### src/rtl/tap_pkg.sv
package tap_pkg;

  localparam int IR_W = 10;

  localparam logic [IR_W-1:0] OP_EXTEST = 10'h000;
  localparam logic [IR_W-1:0] OP_SAMPLE = 10'h055;
  localparam logic [IR_W-1:0] OP_IDCODE = 10'h059;
  localparam logic [IR_W-1:0] OP_USER   = 10'h079;
  localparam logic [IR_W-1:0] OP_RECONF = 10'h061;
  localparam logic [IR_W-1:0] OP_HOLD   = 10'h065;
  localparam logic [IR_W-1:0] OP_BYPASS = 10'h3FF;

  localparam logic [IR_W-1:0] IR_CAPTURE = {{(IR_W-2){1'b0}}, 2'b01};

  typedef enum logic [3:0] {
    ST_EX2_DR = 4'h0, ST_EX1_DR = 4'h1, ST_SH_DR  = 4'h2, ST_PA_DR  = 4'h3,
    ST_SEL_IR = 4'h4, ST_UPD_DR = 4'h5, ST_CAP_DR = 4'h6, ST_SEL_DR = 4'h7,
    ST_EX2_IR = 4'h8, ST_EX1_IR = 4'h9, ST_SH_IR  = 4'hA, ST_PA_IR  = 4'hB,
    ST_RTI    = 4'hC, ST_UPD_IR = 4'hD, ST_CAP_IR = 4'hE, ST_TLR    = 4'hF
  } tapState_e;

  typedef enum logic [1:0] {
    SEL_BYPASS, SEL_IDENT, SEL_USER, SEL_BOUND
  } drSel_e;

  typedef struct packed {
    logic   captureIr;
    logic   shiftIr;
    logic   captureDr;
    logic   shiftDr;
    logic   updateDr;
    logic   shiftAny;
    logic   extestOn;
    drSel_e sel;
  } tapStrobe_t;

endpackage

### src/rtl/tap_ctrl.sv
module tap_ctrl
  import tap_pkg::*;
(
  input  logic            tck,
  input  logic            porRstN,
  input  logic            tms,
  input  logic [IR_W-1:0] irShift,
  output tapState_e       state,
  output logic [IR_W-1:0] instr,
  output tapStrobe_t      strb,
  output logic            holdQ,
  output logic            reconfDrvLow
);

  tapState_e nextState;

  always_comb begin
    unique case (state)
      ST_TLR:    nextState = tms ? ST_TLR    : ST_RTI;
      ST_RTI:    nextState = tms ? ST_SEL_DR : ST_RTI;
      ST_SEL_DR: nextState = tms ? ST_SEL_IR : ST_CAP_DR;
      ST_CAP_DR: nextState = tms ? ST_EX1_DR : ST_SH_DR;
      ST_SH_DR:  nextState = tms ? ST_EX1_DR : ST_SH_DR;
      ST_EX1_DR: nextState = tms ? ST_UPD_DR : ST_PA_DR;
      ST_PA_DR:  nextState = tms ? ST_EX2_DR : ST_PA_DR;
      ST_EX2_DR: nextState = tms ? ST_UPD_DR : ST_SH_DR;
      ST_UPD_DR: nextState = tms ? ST_SEL_DR : ST_RTI;
      ST_SEL_IR: nextState = tms ? ST_TLR    : ST_CAP_IR;
      ST_CAP_IR: nextState = tms ? ST_EX1_IR : ST_SH_IR;
      ST_SH_IR:  nextState = tms ? ST_EX1_IR : ST_SH_IR;
      ST_EX1_IR: nextState = tms ? ST_UPD_IR : ST_PA_IR;
      ST_PA_IR:  nextState = tms ? ST_EX2_IR : ST_PA_IR;
      ST_EX2_IR: nextState = tms ? ST_UPD_IR : ST_SH_IR;
      ST_UPD_IR: nextState = tms ? ST_SEL_DR : ST_RTI;
      default:   nextState = ST_TLR;
    endcase
  end

  always_ff @(posedge tck or negedge porRstN) begin
    if (!porRstN) state <= ST_TLR;
    else          state <= nextState;
  end

  // instruction register: loaded on the edge that leaves Update-IR
  always_ff @(posedge tck or negedge porRstN) begin
    if (!porRstN)               instr <= OP_IDCODE;
    else if (state == ST_TLR)   instr <= OP_IDCODE;
    else if (state == ST_UPD_IR) instr <= irShift;
  end

  // hold latch for the reconfiguration request
  always_ff @(posedge tck or negedge porRstN) begin
    if (!porRstN) holdQ <= 1'b0;
    else if (state == ST_TLR) holdQ <= 1'b0;
    else if (state == ST_UPD_IR) begin
      if (irShift == OP_HOLD)        holdQ <= 1'b1;
      else if (irShift == OP_RECONF) holdQ <= 1'b0;
    end
  end

  assign reconfDrvLow = holdQ || ((instr == OP_RECONF) && (state == ST_RTI));

  always_comb begin
    strb.captureIr = (state == ST_CAP_IR);
    strb.shiftIr   = (state == ST_SH_IR);
    strb.captureDr = (state == ST_CAP_DR);
    strb.shiftDr   = (state == ST_SH_DR);
    strb.updateDr  = (state == ST_UPD_DR);
    strb.shiftAny  = (state == ST_SH_IR) || (state == ST_SH_DR);
    strb.extestOn  = (instr == OP_EXTEST);
    unique case (instr)
      OP_IDCODE:            strb.sel = SEL_IDENT;
      OP_USER:              strb.sel = SEL_USER;
      OP_SAMPLE, OP_EXTEST: strb.sel = SEL_BOUND;
      default:              strb.sel = SEL_BYPASS;
    endcase
  end

endmodule

### src/rtl/tap_datapath.sv
module tap_datapath
  import tap_pkg::*;
#(
  parameter int          N_IN     = 2,
  parameter int          N_OUT    = 2,
  parameter int          CODE_W   = 32,
  parameter logic [31:0] ID_VALUE = 32'h0100A0DD
) (
  input  logic              tck,
  input  logic              porRstN,
  input  logic              tdi,
  input  tapStrobe_t        strb,
  input  logic [CODE_W-1:0] userCode,
  input  logic [N_IN-1:0]   padIn,
  input  logic [N_OUT-1:0]  coreOut,
  output logic [N_OUT-1:0]  padOut,
  output logic [IR_W-1:0]   irShift,
  output logic              tdo,
  output logic              tdoOe
);

  localparam int BS_W = N_IN + N_OUT;

  logic              bypassQ;
  logic [CODE_W-1:0] identSr;
  logic [CODE_W-1:0] userSr;
  logic [BS_W-1:0]   bsSr;
  logic [N_OUT-1:0]  bsUpd;
  logic              serialBit;

  always_ff @(posedge tck or negedge porRstN) begin
    if (!porRstN)            irShift <= '0;
    else if (strb.captureIr) irShift <= IR_CAPTURE;
    else if (strb.shiftIr)   irShift <= {tdi, irShift[IR_W-1:1]};
  end

  always_ff @(posedge tck or negedge porRstN) begin
    if (!porRstN) begin
      bypassQ <= 1'b0;
      identSr <= '0;
      userSr  <= '0;
      bsSr    <= '0;
    end else if (strb.captureDr) begin
      unique case (strb.sel)
        SEL_IDENT: identSr <= ID_VALUE[CODE_W-1:0];
        SEL_USER:  userSr  <= userCode;
        SEL_BOUND: bsSr    <= {coreOut, padIn};
        default:   bypassQ <= 1'b0;
      endcase
    end else if (strb.shiftDr) begin
      unique case (strb.sel)
        SEL_IDENT: identSr <= {tdi, identSr[CODE_W-1:1]};
        SEL_USER:  userSr  <= {tdi, userSr[CODE_W-1:1]};
        SEL_BOUND: bsSr    <= {tdi, bsSr[BS_W-1:1]};
        default:   bypassQ <= tdi;
      endcase
    end
  end

  always_ff @(posedge tck or negedge porRstN) begin
    if (!porRstN) bsUpd <= '0;
    else if (strb.updateDr && (strb.sel == SEL_BOUND)) bsUpd <= bsSr[BS_W-1:N_IN];
  end

  genvar gi;
  generate
    for (gi = 0; gi < N_OUT; gi++) begin : g_outCell
      assign padOut[gi] = strb.extestOn ? bsUpd[gi] : coreOut[gi];
    end
  endgenerate

  always_comb begin
    if (strb.shiftIr) serialBit = irShift[0];
    else begin
      unique case (strb.sel)
        SEL_IDENT: serialBit = identSr[0];
        SEL_USER:  serialBit = userSr[0];
        SEL_BOUND: serialBit = bsSr[0];
        default:   serialBit = bypassQ;
      endcase
    end
  end

  always_ff @(negedge tck or negedge porRstN) begin
    if (!porRstN) begin
      tdo   <= 1'b0;
      tdoOe <= 1'b0;
    end else begin
      tdo   <= serialBit;
      tdoOe <= strb.shiftAny;
    end
  end

endmodule

### src/rtl/tap_top.sv
module tap_top
  import tap_pkg::*;
#(
  parameter int          N_IN     = 2,
  parameter int          N_OUT    = 2,
  parameter logic [31:0] ID_VALUE = 32'h0100A0DD
) (
  input  logic             tck,
  input  logic             porRstN,
  input  logic             tms,
  input  logic             tdi,
  output logic             tdo,
  output logic             tdoOe,
  input  logic [31:0]      userCode,
  input  logic [N_IN-1:0]  padIn,
  input  logic [N_OUT-1:0] coreOut,
  output logic [N_OUT-1:0] padOut,
  output logic             reconfDrvLow
);

  tapState_e       tapState;
  logic [IR_W-1:0] curInstr;
  logic [IR_W-1:0] irShift;
  tapStrobe_t      strb;
  logic            holdQ;

  tap_ctrl u_ctrl (
    .tck          (tck),
    .porRstN      (porRstN),
    .tms          (tms),
    .irShift      (irShift),
    .state        (tapState),
    .instr        (curInstr),
    .strb         (strb),
    .holdQ        (holdQ),
    .reconfDrvLow (reconfDrvLow)
  );

  tap_datapath #(
    .N_IN     (N_IN),
    .N_OUT    (N_OUT),
    .CODE_W   (32),
    .ID_VALUE (ID_VALUE)
  ) u_dp (
    .tck      (tck),
    .porRstN  (porRstN),
    .tdi      (tdi),
    .strb     (strb),
    .userCode (userCode),
    .padIn    (padIn),
    .coreOut  (coreOut),
    .padOut   (padOut),
    .irShift  (irShift),
    .tdo      (tdo),
    .tdoOe    (tdoOe)
  );

endmodule

### config.mk
export PLATFORM = sky130hd
export DESIGN_NAME = tap_top
export DESIGN_NICKNAME = d
export VERILOG_FILES = /design/src/rtl/tap_pkg.sv /design/src/rtl/tap_ctrl.sv /design/src/rtl/tap_datapath.sv /design/src/rtl/tap_top.sv
export SDC_FILE = /design/constraint.sdc
export NUM_CORES = 1
export LEC_CHECK = 0
export BUFFER_PORTS_ARGS = -buffer_cell sky130_fd_sc_hd__buf_2
export CAP_MARGIN = 10
export CORE_MARGIN = 2
export CORE_UTILIZATION = 45
export DETAILED_ROUTE_END_ITERATION = 7
export PLACE_DENSITY = 0.77
export SETUP_SLACK_MARGIN = 0.3
export SLEW_MARGIN = 30
export SYNTH_ARGS = -nofsm -noshare
export SYNTH_HDL_FRONTEND = slang
export SYNTH_SLANG_ARGS = --single-unit
### constraint.sdc
create_clock -name tck -period 2.1 [get_ports tck]
set_input_delay 0.105 -clock tck [delete_from_list [all_inputs] [get_ports tck]]
set_output_delay 0.105 -clock tck [all_outputs]
set_load 0.005 [all_outputs]
==> out/summary.md, run 1 <==
The die covers 11,100 µm². The setup TNS after final layout is -6490 ps, and the total length of routed wires is 11,900 µm. Wire segments on met2 add up to 6260 µm in the final route. The number of nets handed over by synthesis was 456. Entering global routing, the biggest net connects 63 pins. Yosys instantiated no cell more often than sky130_fd_sc_hd__dfrtp_1. Internal power contribution: 3.90 mW.

By area the synthesized netlist is led by sky130_fd_sc_hd__dfrtp_1 48%, sky130_fd_sc_hd__mux2_2 17%, sky130_fd_sc_hd__o21ai_0 7.7%. The remaining routing DRC violations is 0. Clock-pin slew was measured on the worst setup and hold paths at 90 ps.

The switching power is 1.92 mW, and the total area of multi-input combinational cells is 2370 µm². The worst hold path stage count is 3. On the final layout, the worst hold slack is 40.5 ps. The deepest level of the CTS H-tree was 3. Number of cells on the worst reg-to-reg path: 4. A synthesized cell averages 11.1 µm². The detail route stage leaves a number of antenna-violating nets equal to 0.

After the last flow step, the layout net total stands at 543. Before antenna repair, the detailed router went through 4 iterations. The dominant register cell in the synthesized netlist was sky130_fd_sc_hd__dfrtp_1. After synthesis, the most frequently instantiated cells are 88 x sky130_fd_sc_hd__dfrtp_1, 71 x sky130_fd_sc_hd__o21ai_0, 70 x sky130_fd_sc_hd__mux2_2. The tools report the proportion of power drawn by flip-flops and latches as 0.412. The worst setup path is captured at a flop. Summing all flip-flop and latch instances after layout gives 2460 µm². Counting along the longest clock path gives a buffer depth of 2. The share of synthesized area occupied by flip-flops and latches is 0.531.

TritonCTS built the clock tree. Setup violations remaining at the end of the flow were counted as 52. After synthesis the cells add up to 4630 µm². The tools report the number of sinks handled by clock tree synthesis as 98. After detailed routing, the wire length on met1 is 4870 µm.

The proportion of netlist area held by the largest area contributor was 0.475. The critical path launch point type is a flop. The share of synthesized registers carrying an async set or reset came out at 1.00. The number of placed instances, taps included, is 602. The net switching share of the total power came out at 0.330. The number of distinct library cells after synthesis was 41; the number of antenna diodes was 0.

Power spread over the standard cell area amounts to 944 nW/µm². End point of the most critical hold path: u_dp.identSr[31]$_DFFE_PN0P_. The via count of the first global-routing pass was 3,641. After legalization and detailed placement, the total HPWL measured 6440 µm. The aggregate global-route resource usage is 0.211. The hold path startpoint is tdi. The worst setup timing slack at the placement stage is -399 ps, and the number of violations of the max-capacitance limit is 0. The wire length of the first global-routing pass is 18,500 µm, and the total of buffers placed on input and output ports is 44. The highest layer touched by signal routing is met4. For the initial cell density of the core, the log shows 0.457.

For this run, the number of Yosys warnings is 0. The maximum fanout encountered on the critical timing path was 4. The core region is 10,100 µm². The floorplan has 37 rows.

Via count normalized by instance count: 5.48. The run finished, with violations left. Measured along the y axis, the die boundary spans 105 µm. The area growth from synthesis to layout is 33.0%. The data arrival at the endpoint of the critical path came out at 1730 ps. Synthesis produced 416 cells. Yosys mapped a number of flops with a built-in enable equal to 0. Final hold violation count: 0. The count of fill cells added during filler insertion was 728; the flip-flop and latch count after synthesis was 98. The critical path in this run is classified as flop to flop. The biggest area consumer among synthesized cells is sky130_fd_sc_hd__dfrtp_1. The critical register-to-register path startpoint was u_ctrl.instr[0]$_DFFE_PN1P_. The share of power burned in the clock network is 0.232. Setup repair after global routing could not meet its margin everywhere. Pin placement for this block handled 45 I/O pins.

Across the VDD grid, the largest voltage drop is 0.000713 V. The tools report the least setup slack across all paths after layout as -493 ps. For the aggregate global routing overflow, the log shows 0. The number of clock buffers added by TritonCTS is 9. Library cell used as clock root buffer: sky130_fd_sc_hd__clkbuf_8. The run gives 0 as the final count of pins violating max slew.

The part of the total power dissipated in combinational logic came out at 0.356. The register-to-register setup slack is -490 ps, and the headroom to the max-slew limit is 0.482. The latest clock arrival within the worst-skew pair is 380 ps, and the total non-filler cell area in the finished layout is 6170 µm².

The design draws 5.82 mW. The final reports fail on setup timing. The critical register-to-register path endpoint was u_dp.tdo$_DFF_NN0_. In this run the horizontal extent of the chip is 105 µm. Final RePlAce weighted congestion: 0.855.

After detailed routing, the average wire length per cell comes to 18.5 µm. Number of DRC violations after detailed-routing iteration 0: 196. The share of cells above drive strength 1 was 0.484.

The actual slew at the worst max-slew pin is 776 ps. The number of standard cells in the final layout excluding fillers is 644. The tools report the final core utilization as 0.608. The final clock skew is 28.1 ps. The total vias in the final route came out at 3,527. In this run the worst hold path is classified as input port to flop. The number of antenna violations at the first check in global routing came out at 0. After detailed placement, the total cell area comes to 5220 µm². After detailed routing, the met3 layer carries 396 µm of wire. For this design the static power due to leakage is 2.96 nW. STA puts the critical path data required time at 1240 ps.
==> worst max-delay path by stage <==
stage	to	from	slack, ps	cells past startpoint
after CTS	u_dp.tdo$_DFF_NN0_	u_ctrl.instr[6]$_DFFE_PN1P_	-400	4
after global placement	u_dp.tdo$_DFF_NN0_	u_ctrl.instr[0]$_DFFE_PN1P_	-360	4
after floorplan	u_dp.tdo$_DFF_NN0_	u_ctrl.instr[0]$_DFFE_PN1P_	-340	4
after detailed placement	u_dp.tdo$_DFF_NN0_	u_ctrl.instr[0]$_DFFE_PN1P_	-400	4
after global routing	u_dp.tdo$_DFF_NN0_	u_ctrl.instr[0]$_DFFE_PN1P_	-550	4
final	u_dp.tdo$_DFF_NN0_	u_ctrl.instr[0]$_DFFE_PN1P_	-490	4
==> cell families (layout without fill, tap and decap cells) <==
| logic type | after synthesis | after routing | synth area share |
|---|---|---|---|
| flops | 98 | 98 | 0.531 |
| buf+inv | 34 | 126 | 0.0362 |
| compound gates | 85 | 85 | 0.0988 |
| simple gates | 115 | 115 | 0.126 |
| mux | 84 | 84 | 0.208 |
==> worst max-delay path: stages (launching register included) <==
cell                        delay [ps]
sky130_fd_sc_hd__dfstp_2           570
sky130_fd_sc_hd__nand4bb_1         180
sky130_fd_sc_hd__nor4_2            350
sky130_fd_sc_hd__a21o_1            190
sky130_fd_sc_hd__a211oi_1           70
==> what timing repair did <==
action / 4_1_cts / 5_1_grt
gates resized for setup: 88 / 20
endpoints found under the setup margin: 73 / 76
setup buffers: 12 / 7
hold endpoints to repair: 31 / 0
gates cloned: 4 / 1
hold buffers: 2 / 0
pin swaps: 13 / 11
==> cells in the final DEF (no fill, tap or decap), types with 7 or more instances in the layout <==
cell type / instances
sky130_fd_sc_hd__buf_2: 40
sky130_fd_sc_hd__buf_4: 37
sky130_fd_sc_hd__buf_6: 14
sky130_fd_sc_hd__clkbuf_8: 9
sky130_fd_sc_hd__dfrtp_1: 88
sky130_fd_sc_hd__dfstp_2: 8
sky130_fd_sc_hd__mux2_2: 34
sky130_fd_sc_hd__mux2_4: 43
sky130_fd_sc_hd__mux2i_1: 7
sky130_fd_sc_hd__nand2_1: 54
sky130_fd_sc_hd__nand2b_1: 22
sky130_fd_sc_hd__nor2_1: 8
sky130_fd_sc_hd__o21ai_0: 46
sky130_fd_sc_hd__o21ai_2: 20
==> power groups by stage <==
stage | clock network, mW | registers, mW | logic (mW)
2_1_floorplan | 0 | 2.35 | 1.01
3_3_place_gp | 0 | 2.38 | 1.49
4_1_cts | 1.36 | 2.38 | 1.83
3_5_place_dp | 0 | 2.40 | 1.54
6_report | 1.35 | 2.40 | 2.07
5_1_grt | 1.43 | 2.42 | 2.24
==> final cells by class <==
type | instances | area share
clock buffer | 10 | 0.0207
clock inverter | 6 | 0.0146
inverter | 4 | 0.00244
multi-input combinational | 284 | 0.384
sequential | 98 | 0.399
tap | 136 | 0.0276
timing repair buffer | 106 | 0.151
==> registers in the layout, indices dropped and copies added, names as in the netlist <==
| signal | cells |
|---|---|
| u_dp.tdo | 1 |
| u_ctrl.holdQ | 1 |
| u_dp.tdoOe | 1 |
| u_dp.bsUpd | 2 |
| u_dp.bypassQ | 1 |
| u_ctrl.instr | 10 |
| u_ctrl.state | 4 |
| u_dp.bsSr | 4 |
| u_dp.userSr | 32 |
| u_dp.identSr | 32 |
| u_dp.irShift | 10 |
==> layer usage <==
metal,global-route usage,vias up
met1,0.275,1789
li1,-,1632
met5,0,-
met3,0.0451,26
met2,0.345,80
met4,0.0829,0
No activity file was read; power rests on OpenSTA's default activity.
==> run 2: changes to the inputs <==
--- a/config.mk
+++ b/config.mk
@@ -12,6 +12,7 @@
 export DETAILED_ROUTE_END_ITERATION = 7
 export PLACE_DENSITY = 0.77
 export SETUP_SLACK_MARGIN = 0.3
+export SKIP_LAST_GASP = 1
 export SLEW_MARGIN = 30
 export SYNTH_ARGS = -nofsm -noshare
 export SYNTH_HDL_FRONTEND = slang
==> out/summary.md, run 2 (synthesized netlist as in run 1, its figures left out) <==
The run finished, with violations left. Failing checks: setup timing (unchanged). The power density relative to cell area is 958 nW/µm² (was 944 nW/µm²), and the number of violations of the max-capacitance limit is 0 (unchanged).

Slowest cell on the critical path: sky130_fd_sc_hd__dfstp_2 (unchanged). Deepest level of the CTS H-tree: 3 (unchanged). Headroom to the max-slew limit: 0.480 (was 0.482). The initial cell density of the core is 0.457 (unchanged), and the via count normalized by instance count is 5.47 (was 5.48). Biggest registers after layout: u_dp.identSr (32), u_dp.userSr (32) (unchanged). The number of buffers inserted during clock tree synthesis is 9 (unchanged), and the count of fill cells added during filler insertion is 742 (was 728). Critical register-to-register path startpoint: u_ctrl.instr[0]$_DFFE_PN1P_ (unchanged). The pin count of the biggest net entering global routing was 63 (unchanged). The number of sinks handled by clock tree synthesis was 98 (unchanged); the critical path required time was 1240 ps (about the same). For the least setup slack across all paths after layout, the log shows -388 ps (was -493 ps). The total power came out at 5.85 mW (was 5.82 mW). The routed length per placed instance was 17.7 µm (was 18.5 µm); the placed cell area was 5220 µm² (unchanged). Total vias in the final route: 3,525 (was 3,527). TritonCTS built the clock tree.

For the amount of wire on met2 after detailed routing, the log shows 5960 µm (was 6260 µm). The logs give 645 (was 644) for the number of standard cells in the final layout excluding fillers and 4680 µm (was 4870 µm) for the total routed wire length on the met1 layer. The via count of the first global-routing pass is 3,548 (was 3,641), and the delay of the slowest critical-path stage is 590 ps (was 570 ps). The number of antenna violations at the first check in global routing was 0 (unchanged); the final clock skew was 26.2 ps (was 28.1 ps). The worst setup timing slack at the placement stage is -399 ps (unchanged). The logs give 2 (unchanged) for the largest buffer count on any clock path and 0 (unchanged) for the number of antenna diodes. Cells along the critical path: and4_1 > o211a_1 > a21o_1 > a211oi_1 (was nand4bb_1 > nor4_2 > a21o_1 > a211oi_1). The vertical die dimension works out to 105 µm (unchanged).

The type of the worst min-delay path was input port to flop (unchanged). The tools report the number of nets in the finished design as 544 (was 543). The aggregate global routing overflow was 0 (unchanged); the actual slew at the worst max-slew pin was 779 ps (was 776 ps). The run gives 602 (unchanged) as the count of placed standard cells including taps.

The tools report the final hold violation count as 0 (unchanged). The remaining routing DRC violations is 0 (unchanged), and the number of primary I/O pins is 45 (unchanged). Commonest non-fill, non-tap cells in the layout: 88 x sky130_fd_sc_hd__dfrtp_1, 60 x sky130_fd_sc_hd__mux2_2, 53 x sky130_fd_sc_hd__nand2_1 (was 88 x sky130_fd_sc_hd__dfrtp_1, 54 x sky130_fd_sc_hd__nand2_1, 46 x sky130_fd_sc_hd__o21ai_0). The clock input transition at the sequential cells of the worst setup and hold paths is 90 ps (about the same).

The total length of routed wires was 11,400 µm (was 11,900 µm). Origin of the worst setup path: u_ctrl.instr[0]$_DFFE_PN1P_ (unchanged). The count of buffering cells on the critical path with inverters included came out at 0 (unchanged). The kind of critical path is flop to flop (unchanged). The tools report the library cell used as clock root buffer as sky130_fd_sc_hd__clkbuf_8 (unchanged). Share of cells above drive strength 1: 0.485 (was 0.484). The length of the first detailed-routing pass in iterations came out at 4 (unchanged).

The cell class contributing the biggest share of worst-path delay was flip-flops (unchanged). Highest ir drop seen on vdd: 0.000721 V (was 0.000713 V). Number of DRC violations after detailed-routing iteration 0: 232 (was 196). Uppermost metal layer occupied by signal nets: met4 (unchanged). The run gives 6440 µm (unchanged) as the detailed placer's ending HPWL. The tools report the row count as 37 (unchanged). The run gives 0 (unchanged) as the final count of pins violating max slew. The sort of element at the end of the critical path was a flop (unchanged). Setup repair after global routing could not meet its margin everywhere. For the wire length on met3, the log shows 508 µm (was 396 µm).

The latest clock arrival within the worst-skew pair was 380 ps (about the same); the x dimension of the die was 105 µm (unchanged). Maximum fanout encountered on the critical timing path: 4 (unchanged). The data arrival at the endpoint of the critical path came out at 1630 ps (was 1730 ps). For the wire length of the first global-routing pass, the log shows 17,400 µm (was 18,500 µm). The run gives 0.602 (was 0.608) as the final core utilization. The total of buffers placed on input and output ports is 44 (unchanged), and the core box area is 10,100 µm² (unchanged). The aggregate global-route resource usage is 0.198 (was 0.211), and the final RePlAce weighted congestion is 0.855 (unchanged).

The tools report the hold path startpoint as tdi (unchanged). The full die area is 11,100 µm² (unchanged). The tools report the critical path launch point type as a flop (unchanged). The count of nets left with antenna violations after detail routing was 0 (unchanged); the area overhead of the layout relative to synthesis was 31.6% (was 33.0%). For the total non-filler cell area in the finished layout, the log shows 6100 µm² (was 6170 µm²). The run gives 68 (was 52) as the final count of negative-setup-slack endpoints. The most common cell after layout, fill and taps aside is sky130_fd_sc_hd__dfrtp_1 (unchanged). The total leakage power was 2.94 nW (was 2.96 nW).
run 2: cell types whose count changed in the layout (fill, tap and decap cells not counted), sizes merged:
cell | before | now
bufbuf | 0 | 1
run 2: per-stage QoR:
stage          setup TNS [ps]  hold slack, ps
3_3_place_gp            -1680           -30.5
3_5_place_dp            -2510           -26.7
6_report               -11760            69.3
4_1_cts                 -4880            22.3
5_1_grt                -15640            74.9
2_1_floorplan            -842            -191
run 2: per-layer routing:
layer / vias up / GRT usage
met5: - / 0
met4: 0 / 0.0752
met3: 22 / 0.0451
met2: 89 / 0.320
met1: 1776 / 0.260
li1: 1638 / -
run 2: worst register-to-register path: cells and delay by family (launching register included):
family,cells,cell delay [ps]
compound gates,3,430
simple gates,1,240
flops,1,590
run 2: final timing paths:
check | endpoint | slack [ps] | cells past startpoint
worst max-delay path | u_dp.tdo$_DFF_NN0_ | -390 | 4
worst min-delay path | u_dp.identSr[31]$_DFFE_PN0P_ | 70 | 3
worst max register to register | u_dp.tdo$_DFF_NN0_ | -390 | 4
worst min register to register | u_dp.irShift[2]$_DFFE_PN0N_ | 500 | 2
max in group asynchronous | u_dp.tdo$_DFF_NN0_ | 800 | 2
min in group asynchronous | u_dp.bsSr[3]$_DFFE_PN0P_ | 110 | 2
run 2: cell type report:
cell class | instances | area, µm² | area share
sequential | 98 | 2460 | 0.404
tap | 136 | 170 | 0.0279
clock buffer | 10 | 128 | 0.0209
inverter | 4 | 15.0 | 0.00246
timing repair buffer | 107 | 945 | 0.155
multi-input combinational | 284 | 2290 | 0.376
clock inverter | 6 | 90.1 | 0.0148
run 2: repair_timing:
action                                  4_1_cts  5_1_grt
gates cloned                                  4        1
buffers inserted                             12        8
resized for setup                            56       22
endpoints found under the setup margin       73       74
hold buffers                                  2        0
endpoints found under the hold margin        31        0
pin swaps                                    13        9
run 2: power breakdown:
group          leakage, nW  internal [mW]  total [mW]  switching, mW
logic                 1.52           1.05        2.08           1.03
clock network        0.107          0.676        1.35          0.673
registers             1.31           2.18        2.42          0.235
